### src/rtl/fch_pkg.sv
package fch_pkg;
  localparam int CAP_W = 32;

  function automatic logic [CAP_W-1:0] cap_word(input int n_ch, input int dw);
    logic [15:0] n16, w16;
    n16 = 16'(n_ch);
    w16 = 16'(dw);
    return {w16, n16};
  endfunction
endpackage

### src/rtl/fch_store.sv
module fch_store #(
  parameter int N_CH = 6,
  parameter int DW   = 32,
  parameter int CH_W = 3
) (
  input  logic            clk_i,
  input  logic            rst_ni,
  input  logic [N_CH-1:0] wr_hit_i,
  input  logic [DW-1:0]   wr_data_i,
  input  logic            rd_en_i,
  input  logic [CH_W-1:0] rd_ch_i,
  output logic [DW-1:0]   rd_data_o,
  output logic            rd_valid_o
);
  logic [DW-1:0] mem_q [N_CH];
  logic [DW-1:0] rd_sel;
  logic          rd_in_range;

  for (genvar i = 0; i < N_CH; i++) begin : g_ch
    always_ff @(posedge clk_i or negedge rst_ni) begin
      if (!rst_ni)          mem_q[i] <= '0;
      else if (wr_hit_i[i]) mem_q[i] <= wr_data_i;
    end
  end

  // pre-write value is sampled, so a colliding write is not seen
  always_comb begin
    rd_sel      = '0;
    rd_in_range = 1'b0;
    for (int i = 0; i < N_CH; i++) begin
      if (rd_ch_i == CH_W'(i)) begin
        rd_sel      = mem_q[i];
        rd_in_range = 1'b1;
      end
    end
  end

  always_ff @(posedge clk_i or negedge rst_ni) begin
    if (!rst_ni) begin
      rd_data_o  <= '0;
      rd_valid_o <= 1'b0;
    end else begin
      rd_valid_o <= rd_en_i;
      if (rd_en_i) rd_data_o <= rd_sel;
    end
  end

  assert_rd_valid_R2: assert property (@(posedge clk_i) disable iff (!rst_ni)
    rd_en_i |=> rd_valid_o);
  assert_rd_idle_R2: assert property (@(posedge clk_i) disable iff (!rst_ni)
    !rd_en_i |=> !rd_valid_o);
  assert_rd_oob_R10: assert property (@(posedge clk_i) disable iff (!rst_ni)
    (rd_en_i && !rd_in_range) |=> (rd_data_o == '0));
endmodule

### src/rtl/fch_evt.sv
module fch_evt #(
  parameter int N_CH = 6
) (
  input  logic            clk_i,
  input  logic            rst_ni,
  input  logic [N_CH-1:0] set_i,
  input  logic [N_CH-1:0] evt_clr_i,
  input  logic [N_CH-1:0] ovr_clr_i,
  output logic [N_CH-1:0] evt_o,
  output logic [N_CH-1:0] ovr_o
);
  for (genvar i = 0; i < N_CH; i++) begin : g_flag
    logic ovr_hit;
    // an event cleared in the same cycle counts as serviced
    assign ovr_hit = set_i[i] & evt_o[i] & ~evt_clr_i[i];

    always_ff @(posedge clk_i or negedge rst_ni) begin
      if (!rst_ni) begin
        evt_o[i] <= 1'b0;
        ovr_o[i] <= 1'b0;
      end else begin
        if (set_i[i])          evt_o[i] <= 1'b1;
        else if (evt_clr_i[i]) evt_o[i] <= 1'b0;
        if (ovr_hit)           ovr_o[i] <= 1'b1;
        else if (ovr_clr_i[i]) ovr_o[i] <= 1'b0;
      end
    end

    assert_evt_set_R4: assert property (@(posedge clk_i) disable iff (!rst_ni)
      set_i[i] |=> evt_o[i]);
    assert_evt_clr_R5: assert property (@(posedge clk_i) disable iff (!rst_ni)
      (evt_clr_i[i] && !set_i[i]) |=> !evt_o[i]);
    assert_ovr_cause_R6: assert property (@(posedge clk_i) disable iff (!rst_ni)
      $rose(ovr_o[i]) |-> ($past(evt_o[i]) && $past(set_i[i])));
    assert_ovr_clr_R7: assert property (@(posedge clk_i) disable iff (!rst_ni)
      (ovr_clr_i[i] && !set_i[i]) |=> !ovr_o[i]);
  end
endmodule

### src/rtl/fch_irq.sv
module fch_irq #(
  parameter int N_CH = 6
) (
  input  logic            clk_i,
  input  logic            rst_ni,
  input  logic            mask_we_i,
  input  logic [N_CH-1:0] mask_i,
  input  logic [N_CH-1:0] evt_i,
  output logic [N_CH-1:0] mask_o,
  output logic            irq_o
);
  always_ff @(posedge clk_i or negedge rst_ni) begin
    if (!rst_ni)        mask_o <= '0;
    else if (mask_we_i) mask_o <= mask_i;
  end

  assign irq_o = |(evt_i & mask_o);

  assert_irq_masked_R8: assert property (@(posedge clk_i) disable iff (!rst_ni)
    (mask_o == '0) |-> !irq_o);
  assert_mask_load_R8: assert property (@(posedge clk_i) disable iff (!rst_ni)
    mask_we_i |=> (mask_o == $past(mask_i)));
  assert_no_evt_R8: assert property (@(posedge clk_i) disable iff (!rst_ni)
    (evt_i == '0) |-> !irq_o);
endmodule

### src/rtl/fch_bank.sv
module fch_bank
  import fch_pkg::*;
#(
  parameter int N_CH = 6,
  parameter int DW   = 32,
  parameter int CH_W = (N_CH > 1) ? $clog2(N_CH) : 1
) (
  input  logic             clk_i,
  input  logic             rst_ni,
  input  logic             wr_en_i,
  input  logic [CH_W-1:0]  wr_ch_i,
  input  logic [DW-1:0]    wr_data_i,
  input  logic             rd_en_i,
  input  logic [CH_W-1:0]  rd_ch_i,
  output logic [DW-1:0]    rd_data_o,
  output logic             rd_valid_o,
  input  logic [N_CH-1:0]  evt_clr_i,
  input  logic [N_CH-1:0]  ovr_clr_i,
  input  logic             mask_we_i,
  input  logic [N_CH-1:0]  mask_i,
  output logic [N_CH-1:0]  mask_o,
  output logic [N_CH-1:0]  evt_o,
  output logic [N_CH-1:0]  ovr_o,
  output logic             irq_o,
  output logic [CAP_W-1:0] cap_o
);
  logic [N_CH-1:0] wr_hit;

  always_comb begin
    wr_hit = '0;
    for (int i = 0; i < N_CH; i++)
      wr_hit[i] = wr_en_i && (wr_ch_i == CH_W'(i));
  end

  assign cap_o = cap_word(N_CH, DW);

  fch_store #(.N_CH(N_CH), .DW(DW), .CH_W(CH_W)) u_store (
    .clk_i      (clk_i),
    .rst_ni     (rst_ni),
    .wr_hit_i   (wr_hit),
    .wr_data_i  (wr_data_i),
    .rd_en_i    (rd_en_i),
    .rd_ch_i    (rd_ch_i),
    .rd_data_o  (rd_data_o),
    .rd_valid_o (rd_valid_o)
  );

  fch_evt #(.N_CH(N_CH)) u_evt (
    .clk_i     (clk_i),
    .rst_ni    (rst_ni),
    .set_i     (wr_hit),
    .evt_clr_i (evt_clr_i),
    .ovr_clr_i (ovr_clr_i),
    .evt_o     (evt_o),
    .ovr_o     (ovr_o)
  );

  fch_irq #(.N_CH(N_CH)) u_irq (
    .clk_i     (clk_i),
    .rst_ni    (rst_ni),
    .mask_we_i (mask_we_i),
    .mask_i    (mask_i),
    .evt_i     (evt_o),
    .mask_o    (mask_o),
    .irq_o     (irq_o)
  );

  assert_one_hit_R10: assert property (@(posedge clk_i) disable iff (!rst_ni)
    $onehot0(wr_hit));
  assert_idle_evt_R4: assert property (@(posedge clk_i) disable iff (!rst_ni)
    (!wr_en_i && evt_clr_i == '0) |=> $stable(evt_o));
endmodule

### config.mk
export PLATFORM = sky130hd
export DESIGN_NAME = fch_bank
export DESIGN_NICKNAME = d
export VERILOG_FILES = /design/src/rtl/fch_pkg.sv /design/src/rtl/fch_store.sv /design/src/rtl/fch_evt.sv /design/src/rtl/fch_irq.sv /design/src/rtl/fch_bank.sv
export SDC_FILE = /design/constraint.sdc
export NUM_CORES = 1
export LEC_CHECK = 0
export ABC_AREA = 1
export BUFFER_PORTS_ARGS = -buffer_cell sky130_fd_sc_hd__buf_2
export CAP_MARGIN = 20
export CORE_MARGIN = 2
export CORE_UTILIZATION = 55
export DETAILED_ROUTE_END_ITERATION = 10
export PLACE_DENSITY_LB_ADDON = 0.15
export SLEW_MARGIN = 0
export SYNTH_ARGS = -nofsm -noshare
export SYNTH_HDL_FRONTEND = slang
export SYNTH_SLANG_ARGS = --single-unit
export TNS_END_PERCENT = 10
### constraint.sdc
create_clock -name clk_i -period 0.9 [get_ports clk_i]
set_input_delay 0.045 -clock clk_i [delete_from_list [all_inputs] [get_ports clk_i]]
set_output_delay 0.045 -clock clk_i [all_outputs]
set_load 0.01 [all_outputs]
# Yosys cells after proc, flatten, opt, wreduce, memory -nomap -nowiden
# Cells that the tools add are included.
# W data, S select, Z words.
[word_totals]
regBits = 243
in_bits = 61
out_inout_bits = 84
word_cells = 101
[classes]
n_eq_ne = 10
n_mux = 30
bitwise = 19
reduce_logical = 21
[op_table]
columns = ["operator", "count"]
rows = [
  ["$mux W32", 6],
  ["$mux W1", 24],
  ["$reduce_bool A2 Y1", 12],
  ["$and A1 B1 Y1", 12],
  ["$eq A3 B2 Y1 const B", 4],
  ["$eq A3 B3 Y1 const B", 4],
  ["$and A6 B6 Y6", 1],
  ["$eq A3 B1 Y1 const B", 2],
  ["$logic_and A1 B1 Y1", 6],
  ["$logic_not A3 Y1", 2],
  ["$not A1 Y1", 6],
  ["$reduce_or A6 Y1", 1],
]

# Depth between registers and ports, before layout
[logic_depth]
depth_word = 7
mapped_depth = 10
ltp_nobuf = 8

# By module
# Synthesis repeated with hierarchy kept, for this count alone.
[hier_totals]
cells_unflattened = 1171
area_unflattened_um2 = 10821.6
[by_module_without_submodules]
columns = ["module", "instances", "cells_per_inst", "area_per_inst_um2", "seq_area_each_um2"]
rows = [
  ["fch_store", 1, 1025, 9741.8, 5630.4],
  ["fch_evt", 1, 60, 488.0, 300.3],
  ["fch_bank", 1, 49, 306.5, 0.0],
  ["fch_irq", 1, 37, 285.3, 150.1],
]

# Worst setup path before layout
# OpenSTA, ideal clock, no wires.
[synth_path]
kind = "input to register"
start = "in rd_ch_i[1]"
end = "reg u_store.rd_data_o[16]"
setup_ns = 0.066
arrival_ns = 0.993
required_time_ns = 0.834
path_slack_ns = -0.159
cell_stages = 9
path_buffers = 2
cell_sequence = "buf_2 -> nor2_4 -> nand2_1 -> clkbuf_2 -> o21ai_0 -> nor2_1 -> nand2_1 -> nand2_1 -> nand2_1"
[synth_between]
elab_chain_len = 7
elab_cells_between_ends = 12
classes_between = "eq/ne (5); mux (6); reduce/logical (1)"
[synth_lines]
columns = ["item", "line_no", "rtl"]
rows = [
  ["start, declared", "fch_bank.sv:14", "input logic [CH_W-1:0] rd_ch_i,"],
  ["$logic_not A3 Y1", "fch_store.sv:31", "if (rd_ch_i == CH_W'(i)) begin"],
  ["$mux W32 (5 in series)", "fch_store.sv:31", ""],
  ["$mux W32 (*)", "fch_store.sv:31", ""],
  ["end signal, assigned", "fch_store.sv:44", "if (rd_en_i) rd_data_o <= rd_sel;"],
  ["end, declared", "fch_store.sv:12", "output logic [DW-1:0] rd_data_o,"],
]
# Mark *: on every way between the ends. The rest lies on a longest branch, timed or not.
# A chain may end at the register's enable or synchronous reset.

# Worst setup path after layout
[layout_path]
start = "reg u_evt.evt_o[3]"
end = "out irq_o"
[layout_between]
elab_chain_len = 2
[layout_lines]
columns = ["item", "line_no", "rtl"]
rows = [
  ["start, declared", "fch_evt.sv:9", "output logic [N_CH-1:0] evt_o,"],
  ["start signal, assigned by index", "fch_evt.sv:19", "evt_o[i] <= 1'b0;"],
  ["start signal, assigned by index", "fch_evt.sv:22", "if (set_i[i]) evt_o[i] <= 1'b1;"],
  ["start signal, assigned by index", "fch_evt.sv:23", "else if (evt_clr_i[i]) evt_o[i] <= 1'b0;"],
  ["$and A6 B6 Y6", "fch_irq.sv:17", "assign irq_o = |(evt_i & mask_o);"],
  ["$reduce_or A6 Y1", "fch_irq.sv:17", ""],
  ["end, declared", "fch_bank.sv:24", "output logic irq_o,"],
]
# No other way between the ends.

==> impl_summary.md <==
Logic synthesis
The fraction of the yosys area taken by sequential cells is 57.1%. The number of flip-flops and latches in the synthesized netlist is between 200 and 250. Ranked by total cell area, the synthesized netlist is headed by dfrtp_1, nand2_1, o21ai_0, inv_1, nor2_1.

Yosys printed 0 warnings. The summed instance area of the synthesized netlist is about 11000 um^2. In this run the mean area of a mapped cell was 8.28 um^2. Synthesis handed over a netlist of 1286 instances. The leading area contributor after synthesis is dfrtp_1. The number of unique standard cell types used by synthesis is 25. Of the post-synthesis cell area, the dominant cell type holds a little under three fifths.

Floorplanning
The width of the die is about 140 um. The area inside the core boundary is around 19000 um^2. The number of standard-cell rows in the floorplan is 50. The effective utilization at floorplan is between 50% and 60%. The floorplan step defined a die boundary enclosing roughly 20000 um^2. 145 I/O pins were placed. The die is about 140 um tall.

Route
The highest layer touched by signal routing is met4. The met2 routed wirelength is around 13000 um. The post-route met1 wirelength is 12500 um. The final wirelength is approximately 28000 um. The first routing iteration left 600 violations. The number of vias after detailed routing is 9035. The antenna violation net count after detailed routing is 0. The detailed-routing iteration count for the pre-antenna-repair pass is 5. After detailed routing, the number of vias per cell comes to a little over 5. After detailed routing, the met3 layer carries 1510 um of wire. The count of unresolved DRC violations after routing is 0.

In the final routed layout, each cell accounts on average for around 16 um.

Timing
Subtracting the final worst setup slack from the clock period gives around 1.5 ns. The number of pins exceeding their max-slew limit in the final report was 0. Setup violations remaining at the end of the flow were counted as 64.

The post-route worst hold slack is -0.00221 ns. The final critical path takes up 163% of the cycle. The number of failing hold endpoints at the final stage is 3. The maximum achievable frequency is about 700 MHz. The clock arrives with 0.0108 ns of skew.

Setup repair after global routing could not meet its margin everywhere. The final worst-path setup slack is -0.570 ns.

Critical path
The type of the setup path with the least slack is reg -> out. The required time of the worst setup path is between 0.8 and 0.9 ns. Setup slack on the worst reg-to-reg path comes out at -0.47 ns.

The maximum fanout count along the critical path is 2. The end of the worst register-to-register path is u_evt.evt_o[3]. The most critical setup path has its endpoint at irq_o. The worst setup path is launched from a register.

Data arrives at the worst endpoint at around 1.4 ns. Counting both buffers and inverters, the worst setup path holds a total of 2. In this design, the largest share of critical-path delay is due to flip-flops. The critical path starts at u_evt.evt_o[3]. STA classifies the critical path endpoint as an output pin. The number of stages on the worst setup path is 5. For this run, the slowest stage of the critical path takes 0.41 ns. The slowest stage of the critical path is the dfrtp_1 cell. The startpoint identified for the worst register-to-register timing path is u_evt.evt_o[3].

Walking the worst path, the cells encountered are inv_2, o22ai_2, a21oi_2, nand2_1, buf_2. The worst reg2reg path depth is 9.

Clocking
TritonCTS built the clock tree. The root buffer selected by CTS is clkbuf_16. The clock passes through at most 3 buffers.

In this run the number of H-tree levels came out at 1. The clock latency of the later-clocked register in the worst-skew pair is ~0.53 ns. The CTS clock-pin slew for the worst setup and hold paths is approximately 0.060 ns. The CTS buffer count is 26.

The clock sink count is between 200 and 250.

Power
Across the VDD grid, the largest voltage drop is between 1000 and 1500 uV. The leakage power of the design is 6.83 nW. For this design the ratio of total power to cell area is approximately 2200 nW/um^2.

Global route
The largest net degree at the start of global routing is between 50 and 60. The global-route wire length before repair is approximately 45000 um. The number of antenna violations at the first check in global routing is 0. The total grt overflow is 0. Global routing consumed, over all layers together, 27.5% of the routing resources. The via count of the first global-routing pass is 8751.

Place
The half-perimeter wire length of the detailed placement result is roughly 17000 um. In this run the cell area measured after placement is approximately 12000 um^2. Before CTS, the worst setup slack after placement is -0.330 ns.

The number of buffers inserted by port buffering is roughly 110. At the end of routability-driven placement, the weighted congestion stood at 0.804.

Final layout
The final non-filler cell area is around 14000 um^2. After the last flow step, the layout net total stands at approximately 1500. Of the cells placed in the final design, the portion with a size suffix greater than 1 is about 18%.

Fill cells in the final layout number ~1400. The area added between synthesis and finish is 27.0%. The antenna diode count is 0.

Outcome
The final reports fail on hold timing, setup timing. The run finished, with violations left.

Min path
The path class of the tightest hold or removal check is in -> async.

Job
The total of max-cap violations is 0.
[cells in the final DEF (no fill, tap or decap), types with 33 or more instances in the layout]
master           n
dlygate4sd3_1   53
o21ai_0        210
a21oi_1         33
buf_4           41
o21ai_1         38
buf_2          101
dfrtp_1        242
nor2_1          83
inv_1          106
nand2_1        402
[synth_stat cells]
| cell type | number |
|---|---|
| a21oi_1 | 34 |
| buf_1 | 4 |
| buf_2 | 26 |
| buf_4 | 35 |
| clkbuf_1 | 34 |
| clkbuf_2 | 2 |
| conb_1 | 2 |
| dfrtp_1 | 243 |
| inv_1 | 126 |
| inv_2 | 1 |
| mux2_2 | 2 |
| nand2_1 | 403 |
| nand3_1 | 10 |
| nand4_1 | 14 |
| nor2_1 | 84 |
| nor2_2 | 2 |
| nor2_4 | 1 |
| nor3_1 | 2 |
| nor3_2 | 2 |
| nor3_4 | 1 |
| o21ai_0 | 231 |
| o21ai_1 | 18 |
| o21bai_1 | 1 |
| o22ai_1 | 7 |
| o32ai_1 | 1 |
[per-stage QoR]
step	instances	total power [mW]	util (%)	TNS [ns]
global placement	1646	17.7	63.1	-37.59
CTS	1750	29.4	71.3	-11.91
global route	1755	30.9	71.8	-15.48
finish	1755	29.4	71.8	-12.13
detailed placement	1646	17.9	63.1	-43.87
floorplan	1316	16.3	-	-7.31
[layout make-up]
| type | count | area [um^2] | area share, % |
|---|---|---|---|
| sequential | 243 | 6080 | 45.0 |
| clock buffer | 33 | 738 | 5.46 |
| inverter | 127 | 477 | 3.53 |
| clock inverter | 12 | 169 | 1.25 |
| tap | 260 | 325 | 2.41 |
| multi-input combinational | 845 | 3730 | 27.6 |
| timing repair buffer | 235 | 2000 | 14.8 |
[report_power, final]
part	switching [mW]	internal [mW]
sequential	0.943	12.9
clock	4.36	6.91
combinational	2.55	1.80
[state kept, by name (all words and copies together) (netlist names)]
register            flops
u_evt.ovr_o             6
u_irq.mask_o            6
u_store.mem_q         192
u_store.rd_valid_o      1
u_evt.evt_o             6
u_store.rd_data_o      32
[worst reg2reg max path, cell delays in order (launching register included)]
cell and delay (ns):
dfrtp_1 0.38, inv_2 0.06, buf_4 0.13, buf_4 0.13, buf_6 0.11, buf_6 0.10, buf_6 0.10, buf_6 0.10
buf_6 0.10, o21ai_2 0.10
[per-layer routing]
| layer | track usage [%] | vias to the layer above |
|---|---|---|
| li1 | - | 4373 |
| met1 | 39.8 | 4334 |
| met2 | 44.7 | 287 |
| met3 | 3.35 | 41 |
| met4 | 6.51 | 0 |
| met5 | 0 | - |
[worst min-delay path by stage]
| stage | slack, ns | startpoint | endpoint | depth (start not counted) |
|---|---|---|---|---|
| 3_5_place_dp | -0.04 | rst_ni | u_store.mem_q[167] | 1 |
| 3_3_place_gp | -0.04 | rst_ni | u_store.mem_q[167] | 1 |
| 5_1_grt | 0.02 | rst_ni | u_store.mem_q[167] | 2 |
| 4_1_cts | 0.0005 | rst_ni | u_store.mem_q[167] | 2 |
| 2_1_floorplan | -0.25 | rst_ni | u_evt.evt_o[0] | 0 |
| 6_report | -0.002 | rst_ni | u_store.mem_q[167] | 2 |
[timing repair]
item | in CTS | in global routing
endpoints found under the hold margin | 471 | 0
setup buffers | 6 | 5
resized for setup | 14 | 26
hold buffers | 53 | 0
setup endpoints to repair | 68 | 86
pin swaps | 14 | 20
[logic make-up (layout without fill, tap and decap cells)]
| kind of cell | Yosys count | in the layout | share of synthesized area [%] |
|---|---|---|---|
| AO/OA/AOI/OAI | 292 | 292 | 13.9 |
| buffers and inverters | 228 | 407 | 9.60 |
| AND/OR/NAND/NOR | 519 | 519 | 19.1 |
| other | 2 | 32 | 0.0705 |
| flip-flops | 243 | 243 | 57.1 |
| multiplexers | 2 | 2 | 0.212 |
(Power assumes the default switching activity.)
